<file path="src/rtl/ue_retry_pkg.sv">
package ue_retry_pkg;

   typedef enum logic [2:0] {
      ST_IDLE,
      ST_ISSUE,
      ST_WAIT,
      ST_REISSUE,
      ST_REWAIT
   } rr_state_e;

   // ECC status: bit 1 marks uncorrectable data, bit 0 a corrected one.
   function automatic logic ecc_is_ue(input logic [1:0] st);
      return st[1];
   endfunction

endpackage

</file>
<file path="src/rtl/ue_retry_fsm.sv">
module ue_retry_fsm
   import ue_retry_pkg::*;
#(
   parameter int ADDR_W   = 32,
   parameter int LINE_OFS = 6,
   parameter int DATA_W   = 64
) (
   input  logic              clk,
   input  logic              rst_n,
   input  logic              cfg_retry_en,
   input  logic              req_valid,
   output logic              req_ready,
   input  logic [ADDR_W-1:0] req_addr,
   input  logic              req_scrub,
   output logic              mem_req_valid,
   input  logic              mem_req_ready,
   output logic [ADDR_W-1:0] mem_req_addr,
   input  logic              mem_rsp_valid,
   input  logic [DATA_W-1:0] mem_rsp_data,
   input  logic [1:0]        mem_rsp_ecc,
   output logic              rsp_valid,
   output logic [DATA_W-1:0] rsp_data,
   output logic              rsp_err,
   output logic              rsp_spec,
   output logic              confirm,
   output logic [ADDR_W-1:0] confirm_addr
);

   rr_state_e         state, state_nx;
   logic [ADDR_W-1:0] line_in, addr_q;
   logic              scrub_q;
   logic              rsp_ue, want_retry, final_rsp, accept;

   generate
      if (LINE_OFS == 0) begin : g_noalign
         assign line_in = req_addr;
      end else begin : g_align
         assign line_in = {req_addr[ADDR_W-1:LINE_OFS], {LINE_OFS{1'b0}}};
      end
   endgenerate

   assign req_ready     = (state == ST_IDLE);
   assign accept        = req_valid && req_ready;
   assign mem_req_valid = (state == ST_ISSUE) || (state == ST_REISSUE);
   assign mem_req_addr  = addr_q;
   assign rsp_ue        = ecc_is_ue(mem_rsp_ecc);
   assign want_retry    = (state == ST_WAIT) && mem_rsp_valid && rsp_ue
                          && !scrub_q && cfg_retry_en;
   assign final_rsp     = mem_rsp_valid &&
                          ((state == ST_REWAIT) || ((state == ST_WAIT) && !want_retry));
   assign confirm       = final_rsp && rsp_ue && !scrub_q;
   assign confirm_addr  = addr_q;

   always_comb begin
      state_nx = state;
      unique case (state)
         ST_IDLE:    if (accept) state_nx = ST_ISSUE;
         ST_ISSUE:   if (mem_req_ready) state_nx = ST_WAIT;
         ST_WAIT:    if (want_retry) state_nx = ST_REISSUE;
                     else if (mem_rsp_valid) state_nx = ST_IDLE;
         ST_REISSUE: if (mem_req_ready) state_nx = ST_REWAIT;
         ST_REWAIT:  if (mem_rsp_valid) state_nx = ST_IDLE;
         default:    state_nx = ST_IDLE;
      endcase
   end

   always_ff @(posedge clk) begin
      if (!rst_n) begin
         state     <= ST_IDLE;
         addr_q    <= '0;
         scrub_q   <= 1'b0;
         rsp_valid <= 1'b0;
         rsp_data  <= '0;
         rsp_err   <= 1'b0;
         rsp_spec  <= 1'b0;
      end else begin
         state     <= state_nx;
         rsp_valid <= final_rsp;
         if (accept) begin
            addr_q  <= line_in;
            scrub_q <= req_scrub;
         end
         if (final_rsp) begin
            rsp_data <= mem_rsp_data;
            rsp_err  <= rsp_ue;
            rsp_spec <= rsp_ue && scrub_q;
         end
      end
   end


   scrub_no_retry_chk: assert property (@(posedge clk) disable iff (!rst_n)
      (state == ST_WAIT && mem_rsp_valid && scrub_q) |=> (state == ST_IDLE));

   single_retry_chk: assert property (@(posedge clk) disable iff (!rst_n)
      (state == ST_REWAIT && mem_rsp_valid) |=> (state == ST_IDLE));

   retry_off_chk: assert property (@(posedge clk) disable iff (!rst_n)
      (state == ST_WAIT && mem_rsp_valid && !cfg_retry_en) |=> !mem_req_valid);

   busy_ready_chk: assert property (@(posedge clk) disable iff (!rst_n)
      mem_req_valid |-> !req_ready);

   retry_addr_chk: assert property (@(posedge clk) disable iff (!rst_n)
      (state == ST_REISSUE && $past(state) == ST_WAIT) |-> $stable(mem_req_addr));

endmodule

</file>
<file path="src/rtl/ue_retry_log.sv">
module ue_retry_log #(
   parameter int ADDR_W = 32
) (
   input  logic              clk,
   input  logic              rst_n,
   input  logic              confirm,
   input  logic [ADDR_W-1:0] confirm_addr,
   input  logic              log_clr,
   output logic              log_valid,
   output logic [ADDR_W-1:0] log_addr,
   output logic              esc_pulse
);

   logic capture;
   assign capture = confirm && (!log_valid || log_clr);

   always_ff @(posedge clk) begin
      if (!rst_n) begin
         log_valid <= 1'b0;
         log_addr  <= '0;
         esc_pulse <= 1'b0;
      end else begin
         esc_pulse <= confirm;
         if (capture) begin
            log_valid <= 1'b1;
            log_addr  <= confirm_addr;
         end else if (log_clr) begin
            log_valid <= 1'b0;
         end
      end
   end


   esc_single_chk: assert property (@(posedge clk) disable iff (!rst_n)
      esc_pulse |=> !esc_pulse);

   esc_logged_chk: assert property (@(posedge clk) disable iff (!rst_n)
      esc_pulse |-> log_valid);

   log_hold_chk: assert property (@(posedge clk) disable iff (!rst_n)
      (log_valid && !log_clr) |=> (log_valid && $stable(log_addr)));

endmodule

</file>
<file path="src/rtl/ue_retry_ctrl.sv">
module ue_retry_ctrl #(
   parameter int ADDR_W   = 32,
   parameter int LINE_OFS = 6,
   parameter int DATA_W   = 64
) (
   input  logic              clk,
   input  logic              rst_n,
   input  logic              cfg_retry_en,
   input  logic              req_valid,
   output logic              req_ready,
   input  logic [ADDR_W-1:0] req_addr,
   input  logic              req_scrub,
   output logic              mem_req_valid,
   input  logic              mem_req_ready,
   output logic [ADDR_W-1:0] mem_req_addr,
   input  logic              mem_rsp_valid,
   input  logic [DATA_W-1:0] mem_rsp_data,
   input  logic [1:0]        mem_rsp_ecc,
   output logic              rsp_valid,
   output logic [DATA_W-1:0] rsp_data,
   output logic              rsp_err,
   output logic              rsp_spec,
   output logic              log_valid,
   output logic [ADDR_W-1:0] log_addr,
   input  logic              log_clr,
   output logic              esc_pulse
);

   generate
      if (LINE_OFS < 0 || LINE_OFS >= ADDR_W) begin : g_bad_ofs
         $error("LINE_OFS must lie in 0..ADDR_W-1");
      end
      if (DATA_W < 1) begin : g_bad_dw
         $error("DATA_W must be positive");
      end
   endgenerate

   logic              confirm;
   logic [ADDR_W-1:0] confirm_addr;

   ue_retry_fsm #(
      .ADDR_W  (ADDR_W),
      .LINE_OFS(LINE_OFS),
      .DATA_W  (DATA_W)
   ) u_fsm (
      .clk          (clk),
      .rst_n        (rst_n),
      .cfg_retry_en (cfg_retry_en),
      .req_valid    (req_valid),
      .req_ready    (req_ready),
      .req_addr     (req_addr),
      .req_scrub    (req_scrub),
      .mem_req_valid(mem_req_valid),
      .mem_req_ready(mem_req_ready),
      .mem_req_addr (mem_req_addr),
      .mem_rsp_valid(mem_rsp_valid),
      .mem_rsp_data (mem_rsp_data),
      .mem_rsp_ecc  (mem_rsp_ecc),
      .rsp_valid    (rsp_valid),
      .rsp_data     (rsp_data),
      .rsp_err      (rsp_err),
      .rsp_spec     (rsp_spec),
      .confirm      (confirm),
      .confirm_addr (confirm_addr)
   );

   ue_retry_log #(
      .ADDR_W(ADDR_W)
   ) u_log (
      .clk         (clk),
      .rst_n       (rst_n),
      .confirm     (confirm),
      .confirm_addr(confirm_addr),
      .log_clr     (log_clr),
      .log_valid   (log_valid),
      .log_addr    (log_addr),
      .esc_pulse   (esc_pulse)
   );


   esc_with_rsp_chk: assert property (@(posedge clk) disable iff (!rst_n)
      esc_pulse |-> (rsp_valid && rsp_err && !rsp_spec));

   rsp_ready_chk: assert property (@(posedge clk) disable iff (!rst_n)
      rsp_valid |-> req_ready);

   spec_no_esc_chk: assert property (@(posedge clk) disable iff (!rst_n)
      rsp_spec |-> !esc_pulse);

endmodule

</file>
<file path="config.mk">
export PLATFORM = sky130hd
export DESIGN_NAME = ue_retry_ctrl
export DESIGN_NICKNAME = d
export VERILOG_FILES = /design/src/rtl/ue_retry_pkg.sv /design/src/rtl/ue_retry_fsm.sv /design/src/rtl/ue_retry_log.sv /design/src/rtl/ue_retry_ctrl.sv
export SDC_FILE = /design/constraint.sdc
export NUM_CORES = 1
export LEC_CHECK = 0
export ABC_AREA = 1
export BUFFER_PORTS_ARGS = -buffer_cell sky130_fd_sc_hd__buf_2
export CAP_MARGIN = 25
export CELL_PAD_IN_SITES_DETAIL_PLACEMENT = 1
export CELL_PAD_IN_SITES_GLOBAL_PLACEMENT = 1
export CORE_ASPECT_RATIO = 0.8
export CORE_MARGIN = 4
export CORE_UTILIZATION = 31
export CTS_CLUSTER_SIZE = 28
export DETAILED_ROUTE_END_ITERATION = 10
export MAX_ROUTING_LAYER = met4
export PLACE_DENSITY_LB_ADDON = 0.1
export SLEW_MARGIN = 5
export SYNTH_ARGS = -nofsm -noshare
export SYNTH_HDL_FRONTEND = slang
export SYNTH_SLANG_ARGS = --single-unit
</file>
<file path="constraint.sdc">
create_clock -name clk -period 1.55 [get_ports clk]
set_input_delay 0.155 -clock clk [delete_from_list [all_inputs] [get_ports clk]]
set_output_delay 0.155 -clock clk [all_outputs]
set_load 0.01 [all_outputs]
</file>
==> reports/results.txt, run 1 <==
The flow ran to the end, and the final reports show no timing, DRC or antenna violations. The total of endpoints with negative setup slack in the final report was 0. The count of input and output buffers is 221. Based on the critical path, the design can be clocked at up to 653 MHz.

The tools report the worst-case vdd ir drop as 0.747 mV. For the final routed database, the setup TNS stands at 0 ns. The per-cell routed wire length is 15.1 microns. The startpoint type of the worst setup path was a register.

The total non-filler cell area in the finished layout is 0.00707 sq mm, and the number of fill cells is 1833. The tools report the number of global-route vias before repair as 4819. The via density per instance was 4.57; the time the final worst path needs with I/O delays and setup was 1.53 ns.

Synthesis produced a netlist whose cell count is 606. The first global-routing pass estimated 25300 microns of wire. The sequential element share of the synthesized area was 53.2%. After synthesis the netlist holds a flip-flop and latch count of 125. The logs give 0.00759 ns for the post-route clock skew and 0 for the max-slew violation total from the final report.

TritonCTS built the clock tree. STA puts the critical path data required time at 1.86 ns. Number of maximum-capacitance violations: 0. Detailed routing inserted a total of 4860 vias. The clock root buffer is clkbuf_16. The largest area contributor in the netlist was dfxtp_1. Hold violation count in the final report: 0. The number of placed instances, taps included, is 986. For the core utilization of the finished layout, the log shows 48.6%. The worst setup path is captured at a register. After synthesis, the mean cell area works out to 7.76 sq um. The worst hold path passes through 3 cells. By area the synthesized netlist is led by dfxtp_1 53%, nor2_1 15%, o21ai_0 9.3%, a21oi_1 3.2%, nand3_1 3.2%. CTS saw 125 sinks.

The netlist uses 26 different library cells. The share of post-route cells with drive strength above 1 came out at 33.1%. Type of the worst setup path: register to register. For this run, design rule violations remaining after detail routing come to 0.

At the end of routability-driven placement, the weighted congestion stood at 0.814. For the iteration-0 DRC count of the detailed router, the log shows 175. For the post-place instance area, the log shows 0.00595 sq mm.

Once the floorplan was initialized, standard cells occupied 32.3% of the core. CTS built an H-tree with a depth of 4. Leaving out filler cells and counting taps, the final layout contains 1063. The tools report the post-route antenna net violation count as 0. During I/O placement, the number of pins put on the boundary was 241.

During synthesis, Yosys emitted a total of 0 warnings. The worst path arrival time is 1.84 ns, and the die height is 118 microns. The final critical path takes up 98.7% of the cycle. The number of buffers created by CTS is 17, and the maximum number of pins on one net before global-route repair is 77. The layout net count was 971. After clock tree synthesis, the clock-pin slew on the worst setup and hold paths is 0.06 ns. Classification of the worst-slack hold path: primary input to register. The mapped netlist covers 0.00470 sq mm. The estimated wirelength of the detail-placed design is 10900 microns. The tools report the total routing resource utilization after global routing as 18.6%.

The run gives 39 as the number of cell rows. The signed area change from the synthesized netlist to the final layout came out at 50.3%. Setup repair after global routing could not meet its margin everywhere. The die covers 0.0172 sq mm.

The floorplan step defined a core boundary enclosing 0.0145 sq mm. In this run the power density over the cells is 1250 mW/mm^2. The top fanout value on the critical path came out at 13. In this run the horizontal extent of the chip is 146 microns.

For the maximum count of clock buffers along a single path, the log shows 2. The design draws 8.85 mW. The later pin in the worst-skew pair is clocked with a latency of 0.41 ns.

The analysis attributes to cell leakage a power of 3.35 nW. For this run, the detailed router's first-pass iteration total came to 4. For the worst flop-to-flop path, the logic depth is 11. The logs give 0 for the total congestion overflow and 16100 microns for the total wire length after detailed routing.

For the initial antenna violation count, the log shows 1. The share of synthesized area in the top cell type comes to 53.2%.
## Yosys cell counts
master and count:
nor2_1 187, nand2_2 4, inv_2 2, buf_4 13, nor3_1 1, nand2_1 35
nand2_4 1, o21a_1 1, nor3b_1 1, dfxtp_1 125, nand3_1 30, o21ai_1 7
nor2_2 1, nand3_4 1, o21ai_0 87, o211ai_1 1, nor3_4 1, inv_1 36
conb_1 1, buf_2 8, clkinv_1 1, nor2_4 2, clkbuf_1 19, a21oi_1 30
buf_1 2, buf_6 9
## worst max-delay path, cell delays in order (launching register included)
cell       delay [ns]
dfxtp_2          0.32
inv_2            0.08
nand2_2          0.06
nor2_4           0.09
nand2_2          0.07
nand2_4          0.07
nand3_4          0.10
nor2_4           0.21
clkbuf_16        0.23
nand3_1          0.07
nand2_1          0.07
nor2_1           0.04
## state kept, by name, summed over array words and instances (netlist names)
signal and flops:
u_fsm.rsp_valid 1, u_log.log_addr 26, u_fsm.state 3, u_fsm.rsp_spec 1, u_log.esc_pulse 1, u_fsm.scrub_q 1, u_fsm.rsp_err 1, u_fsm.rsp_data 64
u_log.log_valid 1, u_fsm.confirm_addr 26
## final cells by class
| type | instances | area (sq um) | share of cell area, % |
|---|---|---|---|
| sequential | 125 | 2510 | 35.5 |
| multi-input combinational | 402 | 1790 | 25.3 |
| timing repair buffer | 280 | 1760 | 24.9 |
| clock buffer | 21 | 470 | 6.66 |
| tap | 184 | 230 | 3.26 |
| clock inverter | 11 | 164 | 2.32 |
| inverter | 39 | 146 | 2.07 |
| antenna | 1 | 2.50 | 0.0354 |
## stage by stage
step	setup slack [ns]	hold WS, ns
6_report	0.0195	0.0149
5_1_grt	-0.0874	0.0146
3_3_place_gp	0.132	0.394
2_1_floorplan	0.151	0.302
3_5_place_dp	0.0757	0.407
4_1_cts	0.0567	0.00101
## logic make-up (layout without fill, tap and decap cells)
kind of cell / after synthesis / count (layout) / share of synthesized area, %
buf+inv: 90 / 351 / 9.88
flops: 125 / 125 / 53.2
simple gates: 264 / 264 / 23.3
compound gates: 126 / 126 / 13.5
other cells: 1 / 13 / 0.0798
## placed cells by master, fill, tap and decap left out, types with 2 or more instances in the layout
cell type      instances
buf_2                221
nor2_1               186
dfxtp_1              122
o21ai_0               87
dlygate4sd3_1         38
inv_1                 36
nand2_1               35
a21oi_1               30
nand3_1               28
clkbuf_16             19
conb_1                12
buf_4                 12
o21ai_1                7
buf_12                 6
nand2_2                4
bufinv_16              4
clkinv_2               4
clkbuf_8               3
dfxtp_2                3
nor2_2                 2
inv_2                  2
nor2_4                 2
nand3_2                2
clkinvlp_4             2
## power breakdown
group | switching [mW] | total [mW] | internal [mW]
sequential | 0.0970 | 3.50 | 3.40
clock | 1.44 | 4.25 | 2.81
combinational | 0.625 | 1.10 | 0.480
## timing repair
action / 4_1_cts / 5_1_grt
setup buffers: 0 / 4
resized for setup: 0 / 7
endpoints found under the hold margin: 38 / 0
endpoints found under the setup margin: 0 / 61
hold buffers: 38 / 0
## worst paths after layout
path | endpoint | startpoint | slack [ns]
setup reg to reg | u_log.log_addr[23] | u_fsm.state[2] | 0.02
hold / removal | u_fsm.rsp_data[1] | mem_rsp_data[1] | 0.01
hold reg to reg | u_fsm.confirm_addr[18] | u_fsm.confirm_addr[18] | 0.47
setup / recovery | u_log.log_addr[23] | u_fsm.state[2] | 0.02
## layer usage
layer  routed length (microns)  global-route usage, %
met5                         0                      -
met4                       216                   6.05
met3                       818                   5.01
met2                      7910                   30.9
met1                      7130                   22.0
Note: power is estimated with default switching activity, not from simulation.
==> run 2: changes to the inputs <==
--- a/config.mk
+++ b/config.mk
@@ -5,14 +5,13 @@
 export SDC_FILE = /design/constraint.sdc
 export NUM_CORES = 1
 export LEC_CHECK = 0
-export ABC_AREA = 1
 export BUFFER_PORTS_ARGS = -buffer_cell sky130_fd_sc_hd__buf_2
 export CAP_MARGIN = 25
 export CELL_PAD_IN_SITES_DETAIL_PLACEMENT = 1
 export CELL_PAD_IN_SITES_GLOBAL_PLACEMENT = 1
 export CORE_ASPECT_RATIO = 0.8
 export CORE_MARGIN = 4
-export CORE_UTILIZATION = 31
+export CORE_UTILIZATION = 32
 export CTS_CLUSTER_SIZE = 28
 export DETAILED_ROUTE_END_ITERATION = 10
 export MAX_ROUTING_LAYER = met4
==> run 2 against run 1 <==
  * Clock power fell by 5.6%
  * Cell count rose by 0.85%
  * Highest routed layer unchanged
  * Worst hold slack got worse by 0.0080 ns
  * Non-clock buffer count rose by 54
  * Sequential power fell by 4%
  * Critical path depth fell by 6
==> reports/results.txt, run 2 <==
The largest register by flop count is u_fsm.rsp_data. Highest cell delay on the worst timing path: 0.38 ns (+0.06 ns). Max-slew violation total from the final report: 0 (unchanged). The run gives 203 (+16%) as the iteration-0 DRC count of the detailed router. The hold path depth is 3 (unchanged), and the number of register bits inferred by synthesis is 125 (unchanged).

The tools report the kind of end point of the critical path as a register. Clock power share: 48.7% (+0.7 points). TritonCTS built the clock tree.

For the maximum count of clock buffers along a single path, the log shows 2 (unchanged). The design internal power is 6.39 mW (-4.6%). For the met3 global-route usage, the log shows 7.42% (+2.4 points).

The worst-case vdd ir drop is 0.771 mV (+3.2%), and the signed area change from the synthesized netlist to the final layout is 62.2%. Number of buffers created by CTS: 17 (unchanged). End point of the most critical hold path: u_fsm.rsp_data[58]. The number of flip-flops in the largest register came out at 64 (unchanged). The tools report the estimated wirelength of the detail-placed design as 11000 microns (+0.41%).

The logs give 16900 microns (+5.2%) for the total wire length after detailed routing and 0.06 ns (+0.04 ns) for the register-to-register path setup slack. The layer flagged by global routing as most heavily used is met2. The number of distinct library cells after synthesis is 27 (+3.8%), and the required time reported for the critical path endpoint is 1.88 ns (+0.02 ns). Area of the die: 0.0172 sq mm (about the same).

The worst hold path begins at mem_rsp_data[58]. Leaving out fill and tap cells, the most frequent cells in the layout are 238 x nand2_1, 220 x buf_2, 122 x dfxtp_1. For the initial antenna violation count, the log shows 0 (-1). For the post-synthesis instance total, the log shows 563 (-7.1%). Startpoint type of the worst setup path: a register.

The run gives 27400 microns (+8.5%) as the global-route wire length before repair. The post-route clock skew is 0.00732 ns (-0.000274 ns). Setup repair after global routing could not meet its margin everywhere. The share of the synthesized area in the top cell type was 51.6% (-1.7 points). The via density per instance works out to 4.60 (+0.53%).

The tightest min-delay check is of the primary input to register type. The tools report the number of H-tree levels as 4 (unchanged). Clock-pin slew of the registers on the worst-case setup and hold paths: 0.05 ns (about the same). Critical-path cell with the highest stage delay: dfxtp_4. The sequential element share of the synthesized area is 51.6% (-1.7 points).

In the post-synthesis netlist, the cell with the most instances is nand2_1. Post-route antenna net violation count: 0 (unchanged). Total of endpoints with negative setup slack in the final report: 0 (unchanged).

The die width is 146 microns (about the same), and the layout net count is 981 (+1.0%). The logs give 0.00485 sq mm (+3.2%) for the post-synthesis instance area and 33.4% (+1.0 points) for the effective utilization at floorplan. The run finished with clean final reports. For the weighted congestion at the end of routability-driven global placement, the log shows 0.818 (+0.52%). The per-cell routed wire length was 15.8 microns (+4.3%). The final routed DRC violation total was 0 (unchanged).

The logs give 1.85 mW (-14%) for the power spent charging and discharging nets and 10.6% (-1.9 points) for the share of power burned in combinational logic. The maximum frequency from static timing analysis is 672 MHz (+2.8%). The number of cell rows is 39 (unchanged). The tools report the endpoint of the worst-slack reg-to-reg timing path as u_log.log_addr[23]. The vias after detailed routing was 4927 (+1.4%).

Leaving out fill and tap cells, the most frequent cell in the layout is nand2_1. The sequential power share came out at 40.8% (+1.3 points). The run gives 0 (unchanged) as the Yosys warning count.

The most critical setup path has its startpoint at u_fsm.state[2]. The top fanout value on the critical path was 6 (-7). Maximum number of pins on one net before global-route repair: 90 (+17%).

The met2 usage in global routing is 33.8% (+2.8 points), and the total routing resource utilization after global routing is 20.3% (+1.7 points). The total power per unit cell area was 1050 mW/mm^2 (-16%). The cell depth of the worst flop-to-flop path is 5 (-6). Worst path arrival time: 1.82 ns (-0.02 ns). The tools report the total iterations of the first detailed-routing run as 4 (unchanged).

The core footprint is 0.0145 sq mm (unchanged). The switching power share of the total works out to 22.5% (-1.9 points). The tools report the final cell count without fillers as 1072 (+0.85%). Average size of a mapped cell: 8.62 sq um (+11%). The commonest cells after synthesis are 239 x nand2_1, 125 x dfxtp_1, 80 x a21boi_0. The number of synthesized flops with an enable pin was 0 (unchanged). By area the synthesized netlist is led by dfxtp_1 52%, nand2_1 18%, a21boi_0 12%, mux2i_1 5.4%, buf_4 2.3%. Clock tree synthesis selected as its root buffer the cell clkbuf_16. The logs give 0.0615 ns (+0.0421 ns) for the final worst-path setup slack and 22.2% (+0.16 points) for the global routing met1 resource utilization. The number of top-level design ports was 241 (unchanged).

The number of global-route vias before repair was 5313 (+10%). The start of the worst register-to-register path was u_fsm.state[2]. The total congestion overflow is 0 (unchanged). Among all flip-flop cells after synthesis, the most frequent one is dfxtp_1.

The run gives 0.41 ns (about the same) as the clock latency on the worst-skew pair. The post-route total power is 8.24 mW (-6.9%). The critical path goes through nor3b_4, a32o_2, and3_4, buf_4, mux2i_1. The die height was 118 microns (unchanged); the share of post-route cells with drive strength above 1 was 33.3% (+0.19 points).

Part of the cycle the worst path needs: 96.0% (-2.7 points). By startpoint and endpoint, the worst setup path is classified as register to register. The time the final worst path needs with I/O delays and setup works out to 1.49 ns (-0.0421 ns). The diode insertion count for antenna repair was 0 (-1); the leakage power was 3.49 nW (+4.2%). The run gives -0.0932 ns (-0.169 ns) as the placement-stage worst setup slack.

The count of input and output buffers is 221 (unchanged), and the number of sinks driven by the clock tree is 125 (unchanged). The largest area contributor in the netlist is dfxtp_1. The count of placed standard cells including taps was 951 (-3.5%); the async set-or-reset flop fraction in the synthesized netlist was 0% (unchanged). The hold violation count in the final report was 0 (unchanged). The number of maximum-capacitance violations was 0 (unchanged).
-- run 2: cell families (layout without fill, tap and decap cells) --
kind of cell           count (synthesis)  after routing  synth area share (%)
and+or+nand+nor                      256            256                  20.9
AOI/OAI and AO/OA                    101            101                  15.7
muxes                                 26             26                  5.36
buffers and inverters                 54            368                  6.42
other                                  1             12                0.0773
DFF                                  125            125                  51.6
-- run 2: worst max-delay path, delay by kind of cell, from the launching register on --
family,cells,cell delay (ns)
buf+inv,1,0.16
flops,1,0.38
compound gates,1,0.17
mux,1,0.21
simple gates,2,0.48
-- run 2: how the worst max path moves through the flow --
stage / endpoint / slack, ns / depth (start not counted)
2_1_floorplan: u_log.log_addr[11] / -0.01 / 8
3_3_place_gp: u_fsm.rsp_data[52] / 0.02 / 6
3_5_place_dp: u_fsm.rsp_data[58] / -0.09 / 6
4_1_cts: u_fsm.rsp_data[19] / 0.0004 / 7
5_1_grt: u_log.log_addr[23] / -0.02 / 5
6_report: u_log.log_addr[23] / 0.06 / 5
-- run 2: what timing repair did --
| item | CTS | global route |
|---|---|---|
| hold buffers | 80 | 1 |
| cloned | 2 | 3 |
| pin swaps | 1 | 4 |
| buffers inserted | 1 | 2 |
| hold endpoints to repair | 80 | 1 |
| resized for setup | 6 | 41 |
| setup endpoints to repair | 42 | 91 |
-- run 2: area by class of cell --
class                           instances  area (sq um)
Fill cell                            1719          6670
Sequential cell                       125          2510
Timing Repair Buffer                  334          2380
Multi-Input combinational cell        395          2140
Clock buffer                           27           523
Tap cell                              184           230
Clock inverter                          5          77.6
Inverter                                2          7.51
-- run 2: stage by stage --
step	util (%)	cell area (sq um)	TNS (ns)	hold WS, ns
2_1_floorplan	-	4910	-0.265	0.266
3_3_place_gp	43.1	6260	0	0.401
3_5_place_dp	43.1	6260	-0.769	0.406
4_1_cts	53.2	7740	0	0.000424
5_1_grt	54.1	7870	-0.0888	0.00661
6_report	54.1	7870	0	0.00694
-- run 2: power by group through the flow --
stage / clock network (mW) / registers [mW] / logic (mW)
floorplan: 0 / 3.46 / 0.308
global placement: 0 / 3.42 / 0.659
detailed placement: 0 / 3.43 / 0.675
CTS: 4.12 / 3.36 / 0.852
global route: 4.28 / 3.37 / 0.961
finish: 4.01 / 3.36 / 0.871
-- run 2: per-layer routing --
metal  up-vias  wire (microns)
met2       165            8300
met1      2308            6980
met3        27            1210
met5         -               0
li1       2427               -
met4         0             413
==> run 3: changes to the inputs <==
--- a/config.mk
+++ b/config.mk
@@ -16,6 +16,7 @@
 export DETAILED_ROUTE_END_ITERATION = 10
 export MAX_ROUTING_LAYER = met4
 export PLACE_DENSITY_LB_ADDON = 0.1
+export RECOVER_POWER = 100
 export SLEW_MARGIN = 5
 export SYNTH_ARGS = -nofsm -noshare
 export SYNTH_HDL_FRONTEND = slang
==> run 3 against run 2 <==
  * Clock skew is essentially flat
  * Power is essentially flat
  * Largest power group unchanged
  * Largest cell class unchanged
  * Flip-flop and latch count is the same
  * Register-to-register slack is essentially flat
  * Maximum frequency is essentially flat
==> reports/results.txt, run 3 (synthesis gave the netlist of run 2 again) <==
The tools report the effective utilization at floorplan as 33.4% (unchanged). TritonCTS built the clock tree. The worst hold slack came out at 0.00684 ns (-0.0000947 ns).

The most common library cell in the layout ignoring fill and taps was nand2_1. The hold violation count in the final report is 0 (unchanged), and the global-route wire length before repair is 27400 microns (unchanged). The worst-case vdd ir drop was 0.772 mV (about the same).

The hold path depth was 3 (unchanged). The logs give 0.00214 sq mm (unchanged) for the multi-input logic area and 0 (unchanged) for the post-route antenna net violation count. The worst hold path terminates at u_fsm.rsp_data[58].

The top fanout value on the critical path was 8 (+2); the total non-filler cell area in the finished layout was 0.00784 sq mm (-0.37%). The worst setup path is launched from a register. Maximum count of clock buffers along a single path: 2 (unchanged).

The tools report the required time reported for the critical path endpoint as 1.88 ns (about the same). The highest cell delay on the worst timing path was 0.36 ns (-0.02 ns). The critical path starts at u_fsm.state[2]. The leakage power was 3.39 nW (-2.9%).

For the register-to-register path setup slack, the log shows 0.06 ns (about the same). The worst path arrival time was 1.82 ns (about the same); the final worst-path setup slack was 0.0626 ns (+0.00107 ns). The total congestion overflow was 0 (unchanged). The number of flip-flops in the largest register was 64 (unchanged). The core footprint was 0.0145 sq mm (unchanged). The total routing resource utilization after global routing is 20.3% (unchanged). The run finished with clean final reports. The logs give 0 (unchanged) for the total of endpoints with negative setup slack in the final report and 4 (unchanged) for the number of H-tree levels.

Kind of end point of the critical path: a register. The cell depth of the worst flop-to-flop path works out to 7 (+2). The number of maximum-capacitance violations came out at 0 (unchanged). The area growth from synthesis to layout is 61.6%. The maximum number of pins on one net before global-route repair is 90 (unchanged), and the area of the die is 0.0172 sq mm (unchanged). In this run the worst hold path is classified as primary input to register. The clock-pin slew of the registers on the worst-case setup and hold paths is 0.05 ns (about the same). The run gives 17 (unchanged) as the number of buffers created by CTS. The number of sinks driven by the clock tree is 125 (unchanged). Per-cell routed wire length: 15.8 microns (+0.22%). The share of post-route cells with drive strength above 1 is 30.7% (-2.6 points).

The slowest stage of the critical path is the dfxtp_4 cell. Placement-stage worst setup slack: -0.0932 ns (unchanged). The tools report the endpoint of the worst-slack reg-to-reg timing path as u_fsm.rsp_data[59]. The total power per unit cell area is 1050 mW/mm^2 (+0.37%), and the vias after detailed routing is 4927 (unchanged). The number of fill cells came out at 1718 (-0.058%). The layout net count was 981 (unchanged); the count of placed standard cells including taps was 951 (unchanged). The logs give 0 ns (unchanged) for the setup TNS and 0.00626 sq mm (unchanged) for the post-place instance area. The tools report the core utilization of the finished layout as 53.9% (-0.20 points).

The via density per instance was 4.60 (unchanged); the number of global-route vias before repair was 5313 (unchanged). The die height is 118 microns (unchanged). Ranked by flip-flop count, first place goes to u_fsm.rsp_data. The iteration-0 DRC count of the detailed router was 212 (+4.4%). The count of input and output buffers works out to 221 (unchanged). The total wire length after detailed routing was 16900 microns (+0.22%). The top cell types in the final layout, fill and taps aside, are 238 x nand2_1, 197 x buf_2, 122 x dfxtp_1.

Total iterations of the first detailed-routing run: 4 (unchanged). The part of the cycle the worst path needs was 96.0% (about the same); the final cell count without fillers was 1072 (unchanged). The worst setup path is of the register to register kind.

The start point of the worst min-delay path was mem_rsp_data[58]. The time the final worst path needs with I/O delays and setup was 1.49 ns (-0.00107 ns); the initial antenna violation count was 0 (unchanged). Setup repair after global routing could not meet its margin everywhere.

The number of top-level design ports is 241 (unchanged), and the final routed DRC violation total is 0 (unchanged). Estimated wirelength of the detail-placed design: 11000 microns (unchanged). The tools report the flip-flop and latch area as 0.00251 sq mm (unchanged).

The tools report the post-route clock skew as 0.00714 ns (-0.000180 ns). The post-route total power came out at 8.24 mW (about the same). The die width was 146 microns (unchanged).

The max-slew violation total from the final report came out at 0 (unchanged). The run gives 0.41 ns (about the same) as the clock latency on the worst-skew pair. The weighted congestion at the end of routability-driven global placement is 0.818 (unchanged).

The startpoint identified for the worst register-to-register timing path is u_fsm.state[2]. For the diode insertion count for antenna repair, the log shows 0 (unchanged). The tools report the clock root buffer as clkbuf_16. The number of cell rows is 39 (unchanged).

For the maximum frequency from static timing analysis, the log shows 672 MHz (about the same). Walking the worst path, the cells encountered are nor3b_4, buf_4, a32oi_4, buf_12, buf_6, nand2_1, a21boi_0.
[run 3: where the power goes]
part | switching [mW] | internal (mW) | total [mW]
sequential | 0.0584 | 3.30 | 3.36
combinational | 0.407 | 0.462 | 0.869
clock | 1.39 | 2.62 | 4.01
[run 3: worst max path at each step]
stage                          to  slack (ns)  cells past startpoint
5_1_grt        u_log.log_addr[23]       -0.02                      5
2_1_floorplan  u_log.log_addr[11]       -0.01                      8
4_1_cts        u_fsm.rsp_data[19]      0.0004                      7
3_5_place_dp   u_fsm.rsp_data[58]       -0.09                      6
6_report       u_fsm.rsp_data[59]        0.06                      7
3_3_place_gp   u_fsm.rsp_data[52]        0.02                      6
[run 3: metal layers]
metal / track usage (%) / wire, microns
met5: - / 0
met4: 8.01 / 420
met3: 7.42 / 1210
met2: 33.8 / 8290
met1: 22.2 / 7020
[run 3: critical path, delay by kind of cell (launching register included)]
family | cells | cell delay (ns)
flip-flops | 1 | 0.36
buffers and inverters | 3 | 0.48
AO/OA/AOI/OAI | 2 | 0.35
AND/OR/NAND/NOR | 2 | 0.20
[run 3: layout make-up]
| cell class | instances | area share [%] |
|---|---|---|
| multi-input cells | 395 | 27.3 |
| flip-flops and latches | 125 | 32.0 |
| repair buffers | 334 | 30.0 |
| inverters | 2 | 0.0958 |
| clock buffers | 27 | 6.67 |
| well taps | 184 | 2.94 |
| clock inverters | 5 | 0.989 |
[run 3: repair_timing]
action | CTS | global route
gates cloned | 2 | 3
hold endpoints to repair | 80 | 1
resized for setup | 6 | 41
pin swaps | 1 | 4
buffers inserted | 1 | 2
setup endpoints to repair | 42 | 91
hold buffers | 80 | 1
